--- src/rtl/br_pkg.sv ---
package br_pkg;

   typedef enum logic [1:0] {
      PH_HOLD = 2'b00,
      PH_ADV  = 2'b01,
      PH_RET  = 2'b10
   } ph_cmd_e;

   typedef enum logic [1:0] {
      ENC_EXT_A    = 2'b00,
      ENC_INT      = 2'b01,
      ENC_EXT_B    = 2'b10,
      ENC_FROM_DEC = 2'b11
   } enc_src_e;

   localparam int NUM_REF = 3;
   localparam int REF_DATA = 0;
   localparam int REF_CLK  = 1;
   localparam int REF_STB  = 2;

endpackage

--- src/rtl/br_sync_edge.sv ---
module br_sync_edge #(
   parameter int SYNC_N     = 2,
   parameter bit BOTH_EDGES = 1'b0
) (
   input  logic clk,
   input  logic rst_n,
   input  logic din,
   output logic edge_o
);

   generate
      if (SYNC_N < 2) begin : g_bad_sync
         $error("br_sync_edge: SYNC_N must be at least 2");
      end
   endgenerate

   logic [SYNC_N-1:0] shreg;
   logic              last;

   always_ff @(posedge clk or negedge rst_n) begin
      if (!rst_n) begin
         shreg <= '0;
         last  <= 1'b0;
      end else begin
         shreg <= {shreg[SYNC_N-2:0], din};
         last  <= shreg[SYNC_N-1];
      end
   end

   generate
      if (BOTH_EDGES) begin : g_any
         assign edge_o = shreg[SYNC_N-1] ^ last;
      end else begin : g_rise
         assign edge_o = shreg[SYNC_N-1] & ~last;
      end
   endgenerate

endmodule

--- src/rtl/br_bit_ctr.sv ---
module br_bit_ctr
   import br_pkg::*;
#(
   parameter int DIV  = 64,
   parameter int STEP = 2,
   localparam int CW  = $clog2(DIV)
) (
   input  logic          clk,
   input  logic          rst_n,
   input  ph_cmd_e       cmd,
   output logic [CW-1:0] cnt
);

   generate
      if ((1 << CW) != DIV) begin : g_bad_div
         $error("br_bit_ctr: DIV must be a power of two");
      end
      if (STEP < 1 || STEP >= DIV / 4) begin : g_bad_step
         $error("br_bit_ctr: STEP out of range");
      end
   endgenerate

   localparam logic [CW-1:0] INC_ONE  = CW'(1);
   localparam logic [CW-1:0] INC_FWD  = CW'(1 + STEP);
   localparam logic [CW-1:0] DEC_BACK = CW'(STEP - 1);

   logic [CW-1:0] cnt_nxt;

   always_comb begin
      unique case (cmd)
         PH_ADV:  cnt_nxt = cnt + INC_FWD;
         PH_RET:  cnt_nxt = cnt - DEC_BACK;
         default: cnt_nxt = cnt + INC_ONE;
      endcase
   end

   always_ff @(posedge clk or negedge rst_n) begin
      if (!rst_n) cnt <= '0;
      else        cnt <= cnt_nxt;
   end

endmodule

--- src/rtl/br_phase_det.sv ---
module br_phase_det
   import br_pkg::*;
#(
   parameter int DIV      = 64,
   parameter int STEP     = 2,
   parameter int DEADBAND = 1,
   localparam int CW      = $clog2(DIV)
) (
   input  logic          clk,
   input  logic          rst_n,
   input  logic          trk_en,
   input  logic          ref_edge,
   input  logic [CW-1:0] cnt,
   output ph_cmd_e       cmd_o
);

   localparam int MID = DIV / 2;

   generate
      if (DEADBAND < 0 || DEADBAND + STEP >= MID) begin : g_bad_band
         $error("br_phase_det: DEADBAND out of range");
      end
   endgenerate

   localparam logic [CW-1:0] HI_LIM  = CW'(MID + DEADBAND);
   localparam logic [CW-1:0] LO_LIM  = CW'(MID - DEADBAND);
   localparam logic [CW-1:0] CNT_TOP = CW'(DIV - 1);

   logic fired;
   logic wrap;

   always_comb begin
      cmd_o = PH_HOLD;
      if (trk_en && ref_edge && !fired) begin
         if (cnt > HI_LIM)      cmd_o = PH_RET;
         else if (cnt < LO_LIM) cmd_o = PH_ADV;
      end
   end

   assign wrap = (cmd_o == PH_HOLD) && (cnt == CNT_TOP);

   always_ff @(posedge clk or negedge rst_n) begin
      if (!rst_n)                 fired <= 1'b0;
      else if (cmd_o != PH_HOLD)  fired <= 1'b1;
      else if (wrap)              fired <= 1'b0;
   end

endmodule

--- src/rtl/br_clk_sel.sv ---
module br_clk_sel
   import br_pkg::*;
(
   input  logic       rec_bit,
   input  logic       int_bit,
   input  logic       rx_clk_in,
   input  logic       tx_clk_in,
   input  logic       dec_rec_sel,
   input  logic [1:0] enc_sel,
   output logic       dec_clk,
   output logic       enc_clk
);

   assign dec_clk = dec_rec_sel ? rec_bit : rx_clk_in;

   always_comb begin
      unique case (enc_src_e'(enc_sel))
         ENC_INT:      enc_clk = int_bit;
         ENC_FROM_DEC: enc_clk = dec_clk;
         default:      enc_clk = tx_clk_in;
      endcase
   end

endmodule

--- src/rtl/bclk_rec.sv ---
module bclk_rec
   import br_pkg::*;
#(
   parameter int DIV         = 64,
   parameter int PHASE_STEPS = 32,
   parameter int DEADBAND    = 1,
   parameter int SYNC_N      = 2
) (
   input  logic       clk,
   input  logic       rst_n,
   input  logic       rx_data,
   input  logic       ref_clk_in,
   input  logic       ref_stb_in,
   input  logic       rx_clk_in,
   input  logic       tx_clk_in,
   input  logic       trk_en,
   input  logic       ref_ext,
   input  logic       ref_stb_sel,
   input  logic       dec_rec_sel,
   input  logic [1:0] enc_sel,
   output logic       rec_clk,
   output logic       dec_clk,
   output logic       enc_clk
);

   localparam int CW   = $clog2(DIV);
   localparam int STEP = DIV / PHASE_STEPS;

   generate
      if (PHASE_STEPS < 2 || (DIV % PHASE_STEPS) != 0) begin : g_bad_steps
         $error("bclk_rec: DIV must be a multiple of PHASE_STEPS");
      end
   endgenerate

   logic [NUM_REF-1:0] ref_raw;
   logic [NUM_REF-1:0] ref_pulse;
   logic               ref_edge;
   logic [CW-1:0]      bit_cnt;
   logic [CW-1:0]      int_cnt;
   ph_cmd_e            ph_cmd;

   assign ref_raw[REF_DATA] = rx_data;
   assign ref_raw[REF_CLK]  = ref_clk_in;
   assign ref_raw[REF_STB]  = ref_stb_in;

   generate
      for (genvar g = 0; g < NUM_REF; g++) begin : g_ref
         br_sync_edge #(
            .SYNC_N     (SYNC_N),
            .BOTH_EDGES (g == REF_DATA)
         ) u_sync_edge (
            .clk    (clk),
            .rst_n  (rst_n),
            .din    (ref_raw[g]),
            .edge_o (ref_pulse[g])
         );
      end
   endgenerate

   always_comb begin
      if (!ref_ext)        ref_edge = ref_pulse[REF_DATA];
      else if (ref_stb_sel) ref_edge = ref_pulse[REF_STB];
      else                 ref_edge = ref_pulse[REF_CLK];
   end

   br_phase_det #(
      .DIV      (DIV),
      .STEP     (STEP),
      .DEADBAND (DEADBAND)
   ) u_phase_det (
      .clk      (clk),
      .rst_n    (rst_n),
      .trk_en   (trk_en),
      .ref_edge (ref_edge),
      .cnt      (bit_cnt),
      .cmd_o    (ph_cmd)
   );

   br_bit_ctr #(
      .DIV  (DIV),
      .STEP (STEP)
   ) u_bit_ctr (
      .clk   (clk),
      .rst_n (rst_n),
      .cmd   (ph_cmd),
      .cnt   (bit_cnt)
   );

   br_bit_ctr #(
      .DIV  (DIV),
      .STEP (STEP)
   ) u_int_ctr (
      .clk   (clk),
      .rst_n (rst_n),
      .cmd   (PH_HOLD),
      .cnt   (int_cnt)
   );

   assign rec_clk = bit_cnt[CW-1];

   br_clk_sel u_clk_sel (
      .rec_bit     (rec_clk),
      .int_bit     (int_cnt[CW-1]),
      .rx_clk_in   (rx_clk_in),
      .tx_clk_in   (tx_clk_in),
      .dec_rec_sel (dec_rec_sel),
      .enc_sel     (enc_sel),
      .dec_clk     (dec_clk),
      .enc_clk     (enc_clk)
   );

endmodule

--- config.mk ---
export PLATFORM = sky130hd
export DESIGN_NAME = bclk_rec
export DESIGN_NICKNAME = d
export VERILOG_FILES = /design/src/rtl/br_pkg.sv /design/src/rtl/br_sync_edge.sv /design/src/rtl/br_bit_ctr.sv /design/src/rtl/br_phase_det.sv /design/src/rtl/br_clk_sel.sv /design/src/rtl/bclk_rec.sv
export SDC_FILE = /design/constraint.sdc
export NUM_CORES = 1
export LEC_CHECK = 0
export BUFFER_PORTS_ARGS = -buffer_cell sky130_fd_sc_hd__buf_2
export CORE_ASPECT_RATIO = 1.5
export CORE_MARGIN = 4
export CORE_UTILIZATION = 25
export CTS_CLUSTER_SIZE = 8
export DETAILED_ROUTE_END_ITERATION = 7
export PLACE_DENSITY = 0.37
export SLEW_MARGIN = 10
export SYNTH_ARGS = -nofsm -noshare
export SYNTH_HDL_FRONTEND = slang
export SYNTH_HIERARCHICAL = 1
export SYNTH_SLANG_ARGS = --single-unit
--- constraint.sdc ---
create_clock -name clk -period 2.9 [get_ports clk]
set_input_delay 0.58 -clock clk [delete_from_list [all_inputs] [get_ports clk]]
set_output_delay 0.58 -clock clk [all_outputs]
set_load 0.05 [all_outputs]
## Word level (Yosys, flattened, before mapping)

Index checks and enable logic that the tools add are counted.

| word-level totals | value |
|---|---|
| register bits | 22 |
| output and inout port bits | 3 |

| operators by class | value |
|---|---|
| add/subtract/negate cells | 4 |
| order comparisons | 2 |
| eq/ne operators | 5 |
| muxes and demuxes | 10 |
| bitwise operators | 5 |
| reductions and logical operators | 7 |

Operator list:

| operator | count |
|---|---|
| $add A6 B1 Y6 const B | 2 |
| $pmux W6 S2 | 1 |
| $add A6 B2 Y6 const B | 1 |
| $eq A6 B6 Y1 const B | 1 |
| $gt A6 B6 Y1 const B | 1 |
| $lt A6 B5 Y1 const B | 1 |
| $mux W1 | 6 |
| $sub A6 B1 Y6 const B | 1 |
| $eq A2 B1 Y1 const B | 2 |
| $eq A2 B2 Y1 const B | 2 |
| $mux W2 | 2 |
| $reduce_bool A2 Y1 | 2 |
| $logic_and A1 B1 Y1 | 3 |
| $and A1 B1 Y1 | 2 |
| $logic_not A2 Y1 | 1 |
| $not A1 Y1 | 2 |
| $pmux W1 S2 | 1 |
| $logic_not A1 Y1 | 1 |
| $xor A1 B1 Y1 | 1 |

## Depth between registers and ports, before layout

| depth | value |
|---|---|
| word-level depth | 11 |
| gate-level depth with buffers | 13 |
| mapped depth without buffers | 13 |

## Modules after synthesis

Netlist, hierarchy kept.

Modules (own cells, without submodules):

| module | times used | cells each | area each (um2) |
|---|---|---|---|
| br_bit_ctr (u_int_ctr) | 1 | 37 | 394.1 |
| br_bit_ctr (u_bit_ctr) | 1 | 34 | 376.6 |
| br_sync_edge (g_ref[1].u_sync_edge ...) | 2 | 4 | 88.8 |
| br_phase_det | 1 | 9 | 86.3 |
| br_sync_edge (g_ref[0].u_sync_edge) | 1 | 4 | 83.8 |
| br_clk_sel | 1 | 5 | 45.0 |
| bclk_rec | 1 | 4 | 22.5 |

## Worst setup path before layout

Ideal clock, no wire load.

| timing | value |
|---|---|
| kind | input to register |
| start | input ref_stb_sel |
| end | register u_bit_ctr.cnt[4] |
| arrival time | 2619 ps |
| path slack | 201 ps |
| stages | 12 |
| buffers on the path | 0 |
| cell sequence | mux2i_1 -> a21oi_1 -> nand3b_1 -> a311oi_1 -> inv_1 -> ha_1 -> inv_1 -> fa_1 -> a211oi_1 -> a21oi_1 -> a22oi_1 -> xnor2_1 |

| on the way | value |
|---|---|
| longest elaborated chain between the ends | 7 |

RTL lines:

| element | line | source |
|---|---|---|
| start, declared | bclk_rec.sv:18 | `input logic ref_stb_sel,` |
| $mux W1 (*) | bclk_rec.sv:62 | `else if (ref_stb_sel) ref_edge = ref_pulse[REF_STB];` |
| $mux W1 (*) | bclk_rec.sv:61 | `if (!ref_ext) ref_edge = ref_pulse[REF_DATA];` |
| net ref_edge | bclk_rec.sv:37 | `logic ref_edge;` |
| $logic_and A1 B1 Y1 (*) (2 in series) | br_phase_det.sv:34 | `if (trk_en && ref_edge && !fired) begin` |
| $mux W2 (*) | br_phase_det.sv:34 |  |
| net ph_cmd[0] | bclk_rec.sv:40 | `ph_cmd_e ph_cmd;` |
| $eq A2 B2 Y1 / $eq A2 B1 Y1 (equally long branches) | br_bit_ctr.sv:30 | `unique case (cmd)` |
| $pmux W6 S2 (*) | br_bit_ctr.sv:30 |  |
| net u_bit_ctr.cnt_nxt[4] | br_bit_ctr.sv:27 | `logic [CW-1:0] cnt_nxt;` |
| end signal, assigned | br_bit_ctr.sv:39 | `else cnt <= cnt_nxt;` |
| end, declared | br_bit_ctr.sv:11 | `output logic [CW-1:0] cnt` |

Mark *: on every way through the listed nets, which the timed path passes. The rest lies on a longest branch.
A chain may end at the register's enable or synchronous reset.

## Final worst setup path

| timing | value |
|---|---|
| start | register g_ref[2].u_sync_edge.last |
| end | register u_bit_ctr.cnt[4] |

| on the way | value |
|---|---|
| longest elaborated chain between the ends | 9 |

RTL lines:

| element | line | source |
|---|---|---|
| start, declared | br_sync_edge.sv:18 | `logic last;` |
| start signal, assigned | br_sync_edge.sv:26 | `last <= shreg[SYNC_N-1];` |
| $not A1 Y1 (*) | br_sync_edge.sv:34 | `assign edge_o = shreg[SYNC_N-1] & ~last;` |
| $and A1 B1 Y1 (*) | br_sync_edge.sv:34 |  |
| net ref_pulse[2] | bclk_rec.sv:36 | `logic [NUM_REF-1:0] ref_pulse;` |
| $mux W1 (*) | bclk_rec.sv:62 |  |
| $mux W1 (*) | bclk_rec.sv:61 |  |
| net ref_edge | bclk_rec.sv:37 |  |
| $logic_and A1 B1 Y1 (*) (2 in series) | br_phase_det.sv:34 |  |
| $mux W2 (*) | br_phase_det.sv:34 |  |
| net ph_cmd[0] | bclk_rec.sv:40 |  |
| $eq A2 B2 Y1 / $eq A2 B1 Y1 (equally long branches) | br_bit_ctr.sv:30 |  |
| $pmux W6 S2 (*) | br_bit_ctr.sv:30 |  |
| net u_bit_ctr.cnt_nxt[4] | br_bit_ctr.sv:27 |  |

Marks and branches as above.

==> flow_summary.json <==
{
  "yosys.area_share.simple_pct": 13.6,
  "wl_um": 2220,
  "power.density_nw_per_um2": 913,
  "max_slew_margin_pct": 65.2,
  "place.gp.congestion": 0.641,
  "clkLatencyLatePin_ns": 0.26,
  "die-area_sq_um": 5930,
  "stdcell_area_sq_um": 1420,
  "placed_area_sq_um": 1340,
  "fmax_ghz": 0.377,
  "wire_per_inst_um": 11.9,
  "die_h_um": 92.4,
  "crit_path_end_kind": "flip-flop",
  "yosys.area_share.adder_pct": 9.70,
  "ant_nets": 0,
  "track_usage_pct": 8.20,
  "ys_ff_latch": 22,
  "post-route-util_pct": 31.3,
  "antenna_found_initial": 0,
  "clockBufferDepth": 2,
  "drc_errors": 0,
  "met2_usage_pct": 14.1,
  "cts.clk_slew.worst_paths_ns": 0.09,
  "slew_viol_final": 0,
  "hold_buffers": 0,
  "synth.yosys.seq_area_share_pct": 46.4,
  "grt_pass1_vias": 806,
  "multiInputGateArea_sq_um": 591,
  "leakage_uw": 0.000641,
  "vias": 766,
  "cp_max_fo": 2,
  "grtUsageMet1_pct": 9.25,
  "dp.cells": 182,
  "reg2reg_from": "g_ref[2].u_sync_edge/last$_DFF_PN0_",
  "critical_path_required_ns": 3.09,
  "max_cap_viol_count": 0,
  "muxShareOfSynthArea_pct": 2.95,
  "period_minus_slack_ns": 2.65,
  "drive_gt1_share_pct": 23.8,
  "grt_max_degree": 23,
  "max_stage_delay_ns": 0.41,
  "synth_top_family_by_area": "simple AND/OR/NAND/NOR gates",
  "nFillCells": 476,
  "synth_xor_area_share_pct": 8.86,
  "rows": 30,
  "vias_per_cell": 4.12,
  "peakVddDrop_mv": 0.249,
  "worst-slew-pin-transition_ns": 0.522,
  "path_delay_family": "compound AO/OA/AOI/OAI gates",
  "initial_core_util_pct": 26.1,
  "diodes": 0,
  "synth_flop_cell": "dfrtp_1",
  "cts_max_level": 1,
  "finalCritPeriodShare_pct": 91.4,
  "synthDistinctLibCells": 42,
  "synth_area_sq_um": 1190,
  "fin_total_pwr_uw": 1300,
  "num-nets-final": 144,
  "dp_hpwl_um": 1630,
  "rsz0062_at_grt": "false",
  "path_class": "flip-flop to flip-flop",
  "grtUsageMet3_pct": 1.33,
  "finalNonFillerCells": 186,
  "grt_overflow": 0,
  "crit_slowest_cell": "dfrtp_1",
  "path_cells": "nor2b_4 > mux2i_1 > a21oi_1 > nand3b_1 > a311oi_2 > inv_1 > ha_1 > inv_1 > fa_1 > a211oi_2 > a21oi_1 > a22oi_1 > xnor2_1",
  "coreArea_sq_um": 4540,
  "cts_tree": "done",
  "numPortBuffers": 15,
  "r2r_setup_slack_ns": 0.25,
  "cp.arrival_ns": 2.84,
  "synth-edff-count": 0,
  "setup_violations": 0,
  "async_reset_ff_share_pct": 100,
  "die-width_um": 64.2,
  "grt-busiest-layer": "met2",
  "reg2reg_depth": 13,
  "ioPinCount": 16,
  "crit_path_start_kind": "flip-flop",
  "synthCells": 101,
  "hold_viol": 0,
  "first_iter_violations": 4,
  "firstDrtPassIters": 2,
  "ys_warn_count": 6,
  "cp_num_buf_inv": 2,
  "area_delta_synth_final_pct": 20.0,
  "clock-sinks": 22,
  "synth_compound_area_share_pct": 12.8,
  "status": "finished clean",
  "skew_ns": 0.00151,
  "syn_area_per_cell_sq_um": 11.7,
  "rr_endpoint": "u_bit_ctr/cnt[4]$_DFF_PN0_",
  "grt_first_pass_wirelength_um": 3730,
  "hold_path_class": "input port to async pin",
  "seqCellArea_sq_um": 551,
  "cts-root-buf": "clkbuf_8",
  "cts_buffers": 3
}
layer usage:
| layer | part of all wire [%] | vias up |
|---|---|---|
| met5 | 0 | - |
| li1 | - | 392 |
| met4 | 2.1 | 0 |
| met3 | 1.6 | 2 |
| met1 | 43 | 366 |
| met2 | 53 | 6 |
state kept, by name, indices dropped and copies added, names as in the netlist:
signal	flops
u_phase_det/fired	1
g_ref.u_sync_edge/shreg	6
u_int_ctr/cnt	6
g_ref.u_sync_edge/last	3
u_bit_ctr/cnt	6
synth_stat cells (all sizes together) (2+ instances only):
master  number  area share [%]
o31ai        2             1.3
nand3        2            0.84
dfrtp       22              46
nand3b       2             1.3
or3          2             1.1
fa           2             3.4
inv          9             2.8
ha           6             6.3
mux2i        2             1.7
a21oi        6             2.8
buf          3             2.5
xnor2        9             6.6
nor2b        5             3.9
xor2         3             2.2
nor2         2            0.63
cell usage in the layout (no fill, tap or decap), types with 2 or more instances in the layout:
cell      Yosys  final
nand3b_1      2      2
buf_2         0     15
nand3_1       2      2
inv_1         9      9
dfrtp_1      22     22
fa_1          2      2
ha_1          6      6
clkbuf_8      0      3
or3_1         2      2
buf_4         1      3
nor2b_4       2      2
a21oi_1       5      5
nor2b_1       3      3
xnor2_1       9      9
conb_1        1      3
xor2_1        3      3
nor2_1        2      2
o31ai_1       2      2
mux2i_1       2      2
through the flow:
step           setup WS (ns)  hold WS, ns  setup TNS (ns)
4_1_cts               0.0482        0.300               0
5_1_grt               0.0345        0.317               0
3_3_place_gp         -0.0811        0.335         -0.0811
6_report               0.249        0.279               0
3_5_place_dp          -0.153        0.336          -0.168
2_1_floorplan          0.201        0.284               0
layout make-up:
| type | instances | area share, % |
|---|---|---|
| Multi-Input combinational cell | 69 | 41.5 |
| Sequential cell | 22 | 38.7 |
| Timing Repair Buffer | 18 | 6.85 |
| Tap cell | 64 | 5.62 |
| Clock buffer | 3 | 2.90 |
| Inverter | 9 | 2.37 |
| Clock inverter | 1 | 2.11 |
cells by family (layout without fill, tap and decap cells):
kind of cell | count (synthesis) | count (layout)
flip-flops | 22 | 22
AND/OR/NAND/NOR | 22 | 22
AO/OA/AOI/OAI | 21 | 21
XOR/XNOR | 12 | 12
buffers and inverters | 12 | 31
adder cells (fa/ha/maj) | 8 | 8
multiplexers | 3 | 3
other | 1 | 3
report_power, final:
group	internal, uW	switching, uW	leakage, uW
clock network	184	108	0.0000357
registers	396	140	0.000250
logic	241	231	0.000355
worst reg2reg max path, cell delays in order, from the launching register on:
cell and delay [ns]:
dfrtp_1 0.41, nor2b_4 0.10, mux2i_1 0.07, a21oi_1 0.14, nand3b_1 0.12, a311oi_2 0.23
inv_1 0.09, ha_1 0.28, inv_1 0.06, fa_1 0.40, a211oi_2 0.24, a21oi_1 0.06
a22oi_1 0.24, xnor2_1 0.14
worst max path at each step:
stage | end | startpoint | cells after the start
finish | u_bit_ctr/cnt[4]$_DFF_PN0_ | g_ref[2].u_sync_edge/last$_DFF_PN0_ | 13
global route | u_bit_ctr/cnt[4]$_DFF_PN0_ | g_ref[1].u_sync_edge/last$_DFF_PN0_ | 13
CTS | u_bit_ctr/cnt[4]$_DFF_PN0_ | g_ref[2].u_sync_edge/last$_DFF_PN0_ | 13
detailed placement | u_bit_ctr/cnt[4]$_DFF_PN0_ | ref_stb_sel | 13
global placement | u_bit_ctr/cnt[4]$_DFF_PN0_ | ref_stb_sel | 13
floorplan | u_bit_ctr/cnt[4]$_DFF_PN0_ | ref_stb_sel | 12
what timing repair did:
item | 4_1_cts | 5_1_grt
setup endpoints to repair | 0 | 2
setup buffers | 0 | 0
gates resized for setup | 0 | 2
No activity file was read; power rests on OpenSTA's default activity.
